### config.mk
export PLATFORM = sky130hd
export DESIGN_NAME = ref_select_ctrl
export DESIGN_NICKNAME = d
export VERILOG_FILES = /design/src/rtl/ref_select_ctrl.sv
export SDC_FILE = /design/constraint.sdc
export NUM_CORES = 1
export LEC_CHECK = 0
export CORE_MARGIN = 8
export CORE_UTILIZATION = 40
export CTS_BUF_LIST = sky130_fd_sc_hd__clkbuf_8
export CTS_CLUSTER_DIAMETER = 100
export DETAILED_ROUTE_END_ITERATION = 10
export MAX_ROUTING_LAYER = met4
export PLACE_DENSITY_LB_ADDON = 0.3
export SLEW_MARGIN = 30
export SYNTH_ARGS = -nofsm -noshare
export SYNTH_HDL_FRONTEND = slang
export SYNTH_SLANG_ARGS = --single-unit
### constraint.sdc
create_clock -name clk -period 4.75 [get_ports clk]
set_input_delay 0.95 -clock clk [delete_from_list [all_inputs] [get_ports clk]]
set_output_delay 0.95 -clock clk [all_outputs]
set_load 0.05 [all_outputs]
### src/rtl/ref_select_ctrl.sv
module ref_select_ctrl #(
  parameter int N_IN = 3,
  parameter int PW   = 4,
  localparam int IW  = (N_IN > 1) ? $clog2(N_IN) : 1
) (
  input  logic             clk,
  input  logic             rst_n,
  input  logic [N_IN-1:0]  in_valid_i,
  input  logic [N_IN*PW-1:0] prio_i,
  input  logic             auto_sel_i,
  input  logic [IW-1:0]    man_idx_i,
  input  logic             revert_i,
  input  logic             lock_i,
  input  logic             pbo_req_i,
  output logic [IW-1:0]    sel_idx_o,
  output logic [1:0]       mode_o,
  output logic             bw_lock_o,
  output logic             pbo_o
);

  typedef enum logic [1:0] {M_FREE = 2'd0, M_ACQ = 2'd1, M_LOCK = 2'd2, M_HOLD = 2'd3} mode_t;

  mode_t         mode_q, mode_d;
  logic [IW-1:0] sel_q, sel_d, target, best_idx;
  logic [PW-1:0] best_prio, cur_prio;
  logic          best_ok, cur_ok, man_ok, avail, active, hist_q, pbo_q, pbo_d;

  function automatic logic [PW-1:0] prio_at(input logic [IW-1:0] k);
    prio_at = '0;
    for (int i = 0; i < N_IN; i++)
      if (k == IW'(i)) prio_at = prio_i[i*PW +: PW];
  endfunction

  function automatic logic valid_at(input logic [IW-1:0] k);
    valid_at = 1'b0;
    for (int i = 0; i < N_IN; i++)
      if (k == IW'(i)) valid_at = in_valid_i[i];
  endfunction

  assign active = (mode_q == M_ACQ) || (mode_q == M_LOCK);

  // strict compare keeps the lowest index on ties; zero priority never qualifies
  always_comb begin
    best_ok   = 1'b0;
    best_idx  = '0;
    best_prio = '0;
    for (int i = 0; i < N_IN; i++) begin
      if (in_valid_i[i] && prio_i[i*PW +: PW] > best_prio) begin
        best_ok   = 1'b1;
        best_idx  = IW'(i);
        best_prio = prio_i[i*PW +: PW];
      end
    end
  end

  assign cur_prio = prio_at(sel_q);
  assign cur_ok   = active && valid_at(sel_q) && (cur_prio != '0);
  assign man_ok   = valid_at(man_idx_i);


  always_comb begin
    if (!auto_sel_i) begin
      target = man_idx_i;
      avail  = man_ok;
    end else if (cur_ok && !(revert_i && best_ok && best_prio > cur_prio)) begin
      target = sel_q;
      avail  = 1'b1;
    end else begin
      target = best_idx;
      avail  = best_ok;
    end
  end

  assign sel_d = avail ? target : sel_q;

  assign pbo_d = (active && avail && target != sel_q) ||
                 (pbo_req_i && mode_q == M_LOCK && avail);


  always_comb begin
    mode_d = mode_q;
    unique case (mode_q)
      M_FREE: if (avail) mode_d = M_ACQ;
      M_ACQ:  if (!avail) mode_d = hist_q ? M_HOLD : M_FREE;
              else if (lock_i) mode_d = M_LOCK;
      M_LOCK: if (!avail) mode_d = M_HOLD;
      M_HOLD: if (avail) mode_d = M_ACQ;
      default: mode_d = M_FREE;
    endcase
  end

  always_ff @(posedge clk) begin
    if (!rst_n) begin
      mode_q <= M_FREE;
      sel_q  <= '0;
      pbo_q  <= 1'b0;
      hist_q <= 1'b0;
    end else begin
      mode_q <= mode_d;
      sel_q  <= sel_d;
      pbo_q  <= pbo_d;
      if (mode_d == M_LOCK) hist_q <= 1'b1;
    end
  end

  assign sel_idx_o = sel_q;
  assign mode_o    = mode_q;
  assign bw_lock_o = (mode_q == M_LOCK);
  assign pbo_o     = pbo_q;

  a_r2_lock_via_acq: assert property (@(posedge clk) disable iff (!rst_n)
    (mode_q == M_LOCK && $past(mode_q) != M_LOCK) |-> $past(mode_q) == M_ACQ);

  a_r6_hold_entry: assert property (@(posedge clk) disable iff (!rst_n)
    (mode_q == M_HOLD && $past(mode_q) != M_HOLD) |->
      ($past(mode_q) == M_LOCK || $past(mode_q) == M_ACQ));

  a_r6_no_input_idle: assert property (@(posedge clk) disable iff (!rst_n)
    (in_valid_i == '0) |=> (mode_o == 2'd0 || mode_o == 2'd3));

  a_r7_manual_bad: assert property (@(posedge clk) disable iff (!rst_n)
    (!auto_sel_i && !man_ok) |=> !(mode_o == 2'd1 || mode_o == 2'd2));

  a_r8_bw_rise: assert property (@(posedge clk) disable iff (!rst_n)
    $rose(bw_lock_o) |-> $past(mode_q) == M_ACQ);

  a_r9_switch_pulse: assert property (@(posedge clk) disable iff (!rst_n)
    (active && $past(active) && sel_q != $past(sel_q)) |-> pbo_o);

  a_r9_pulse_active: assert property (@(posedge clk) disable iff (!rst_n)
    pbo_o |-> (mode_o == 2'd1 || mode_o == 2'd2));

endmodule

==> results.cfg <==
[drt]
wl_per_cell_um = 14.4
highest_layer = met3
drcViolationCount = 0
detail-route-antenna-nets = 0
routed_wl_mm = 3.18
drt_iter0_markers = 64
num_vias = 1185
wl_met1_mm = 1.39
met2_length_mm = 1.64
dr.pass1.iters = 6
via_per_inst = 5.39
wl_met3_um = 150

[die]
die_w_um = 65.7
dieArea_um2 = 4320
coreArea_um2 = 2410
initial_utilization_pct = 41.0
num_io_pins = 29
die-height_um = 65.7
num_rows = 18

[clock_network]
cts_hold_buf = 0
cts.clk_slew.worst_paths_ns = 0.04
clock_tree.buffer_depth = 2
clk_latency_ns = 0.23
cts_tree = built
cts_root_buffer = clkbuf_8
cts_buffers = 3
htreeDepth = 1
clock-sinks = 6

[placed_design]
hpwl_mm = 2.44
gp_congestion = 0.825
placedCellCount = 209
post-place-ws_ns = -0.522
port_buffers = 28
dpl_cell_area_um2 = 1420

[critical_path]
crit_arrival_ns = 4.72
endpoint_kind = register
r2r-start = sel_idx_o[1]$_SDFFE_PN0P_
start_kind = input pin
required_ns = 4.90
critPathTopFamily = compound AO/OA/AOI/OAI gates
max_stage_delay_ns = 0.33
crit_buf_inv = 5
slowest_stage = mux2_4
worst-path-max-fanout = 8
cp-startpoint = in_valid_i[0]
criticalPathCategory = input pin to register

[outcome]
status = finished clean

[sta]
fin_worst_skew_ns = 0.00288
period_needed_ns = 4.56
finalSetupViolations = 0
timing.final.crit_share_pct = 96.0
hold_viol_final = 0
tightest_slew_ns = 0.561
worst_slack_ns = 0.189
maxSlewViolCount = 0
clock.fmax_mhz = 219
max_slew_margin_pct = 62.1
holdWs_ns = 0.492

[finish]
postLayoutCellArea_um2 = 1660
instances_no_fill = 220
antenna_cells = 0
drive_gt1_share_pct = 31.1
nNetsFinal = 229
areaGrowthSynthToFinish_pct = 68.2

[global_route]
grt_usage_pct = 15.1
grt_antenna_before_repair = 0
grt.overflow.total = 0
grt_pass1_wl_mm = 5.15
grt_max_degree = 11
grt_pass1_vias = 1197

[worst_hold_path]
hold_class = register to register
min_from = hist_q$_SDFFE_PN0N_

[pwr]
power_uw = 508
p_per_area_nw_per_um2 = 306
p_leak_uw = 0.000751
peakVddDrop_v = 0.000298

[synthesis]
syn_inst = 136
netlist_area_um2 = 988
synth_cell_type_count = 34
seq_area_frac_synth_pct = 12.2
syn-num-nets = 173
synth_edf_count = 0
ys.flop_type = dfxtp_1
ys_seq_elements = 6
yosysWarnings = 0
synth.avg_cell_area_um2 = 7.27
async_reset_ff_share_pct = 0

[run]
maxCapViolations = 0
registers in the layout, indices dropped and copies added, names as in the netlist:
name       flops
sel_idx_o      2
mode_o         2
pbo_o          1
hist_q         1
report_power, final:
| part | leakage (µW) | internal, µW | total, µW | switching [µW] |
|---|---|---|---|---|
| clock | 0.0000216 | 54.5 | 77.6 | 23.1 |
| sequential | 0.0000493 | 64.8 | 83.0 | 18.2 |
| combinational | 0.000680 | 165 | 348 | 183 |
| total | 0.000751 | 284 | 508 | 224 |
what timing repair did:
action | 4_1_cts | 5_1_grt
endpoints found under the setup margin | 3 | 3
resized for setup | 7 | 43
pin swaps | 5 | 16
buffers inserted | 4 | 4
metrics by stage:
| stage | TNS (ns) | utilization (%) |
|---|---|---|
| floorplan | 0 | - |
| global route | -0.0734 | 69.0 |
| CTS | -0.0838 | 62.9 |
| global placement | -1.10 | 59.0 |
| detailed placement | -1.45 | 59.0 |
| finish | 0 | 69.0 |
worst reg2reg max path, stage by stage (launching register included):
cell      delay (ns)
dfxtp_1         0.64
mux2i_1         0.16
o21ai_1         0.19
inv_1           0.07
ha_1            0.29
nor2b_4         0.13
o21a_1          0.16
o21a_1          0.18
o211ai_1        0.17
buf_4           0.16
buf_4           0.10
o211a_1         0.13
o21ai_0         0.07
a31oi_1         0.17
cell families (layout without fill, tap and decap cells):
group | Yosys count | in the layout | synth area share (%)
XOR/XNOR | 2 | 2 | 1.77
AO/OA/AOI/OAI | 46 | 46 | 28.9
multiplexers | 9 | 9 | 9.24
buffers and inverters | 14 | 68 | 7.22
AND/OR/NAND/NOR | 45 | 45 | 23.0
adder cells (fa/ha/maj) | 14 | 14 | 17.7
flip-flops | 6 | 6 | 12.2
routing by layer:
layer	vias up	global-route usage, %
met2	28	26.7
met1	551	16.7
li1	606	-
met3	0	3.91
met5	-	-
met4	0	2.45
synth_stat cells, types with 2 or more instances:
cell,instances,share of area [%]
o211ai_1,5,3.8
clkbuf_1,3,1.1
mux2i_1,8,8.1
nor2_1,12,4.6
nand2b_1,4,2.5
o21ai_1,6,3.0
o21a_1,2,1.5
o21ai_0,6,3.0
nand3b_1,3,2.3
o211a_1,2,2.0
a21oi_1,16,8.1
nand4_1,3,1.9
xnor2_1,2,1.8
inv_1,8,3.0
nand2_1,14,5.3
a31oi_1,3,1.9
buf_6,2,2.3
ha_1,14,18
nor2b_1,3,1.9
dfxtp_1,6,12
cells in the final DEF, fill, tap and decap left out, types with 2 or more instances in the layout:
| master | instances |
|---|---|
| buf_4 | 29 |
| clkdlybuf4s50_1 | 19 |
| a21oi_1 | 11 |
| nand2_1 | 11 |
| nor2_1 | 11 |
| inv_1 | 8 |
| ha_1 | 8 |
| mux2i_1 | 7 |
| o21ai_1 | 6 |
| dfxtp_1 | 6 |
| o211ai_1 | 5 |
| a21oi_2 | 5 |
| o21ai_0 | 5 |
| dlymetal6s2s_1 | 5 |
| ha_4 | 4 |
| nor2b_4 | 3 |
| nand4_1 | 3 |
| nand2b_1 | 3 |
| nand3b_1 | 3 |
| a31oi_1 | 3 |
| clkbuf_8 | 3 |
| nand2_2 | 2 |
| o211a_1 | 2 |
| o21a_1 | 2 |
| xnor2_1 | 2 |
| ha_2 | 2 |
| clkbuf_2 | 2 |
final cells by class:
cell class	instances	area [µm²]
multi-input combinational	116	927
tap	30	37.5
fill	193	747
sequential	6	120
timing repair buffer	57	507
clock buffer	3	41.3
inverter	8	30.0
worst paths after layout:
check             slack, ns  cells after the start                   endpoint
hold reg to reg        0.49                      1        hist_q$_SDFFE_PN0N_
setup reg to reg       2.08                     13  sel_idx_o[1]$_SDFFE_PN0P_
hold / removal         0.49                      1        hist_q$_SDFFE_PN0N_
setup / recovery       0.19                     25  sel_idx_o[1]$_SDFFE_PN0P_
Power figures use the tool's default switching activity.
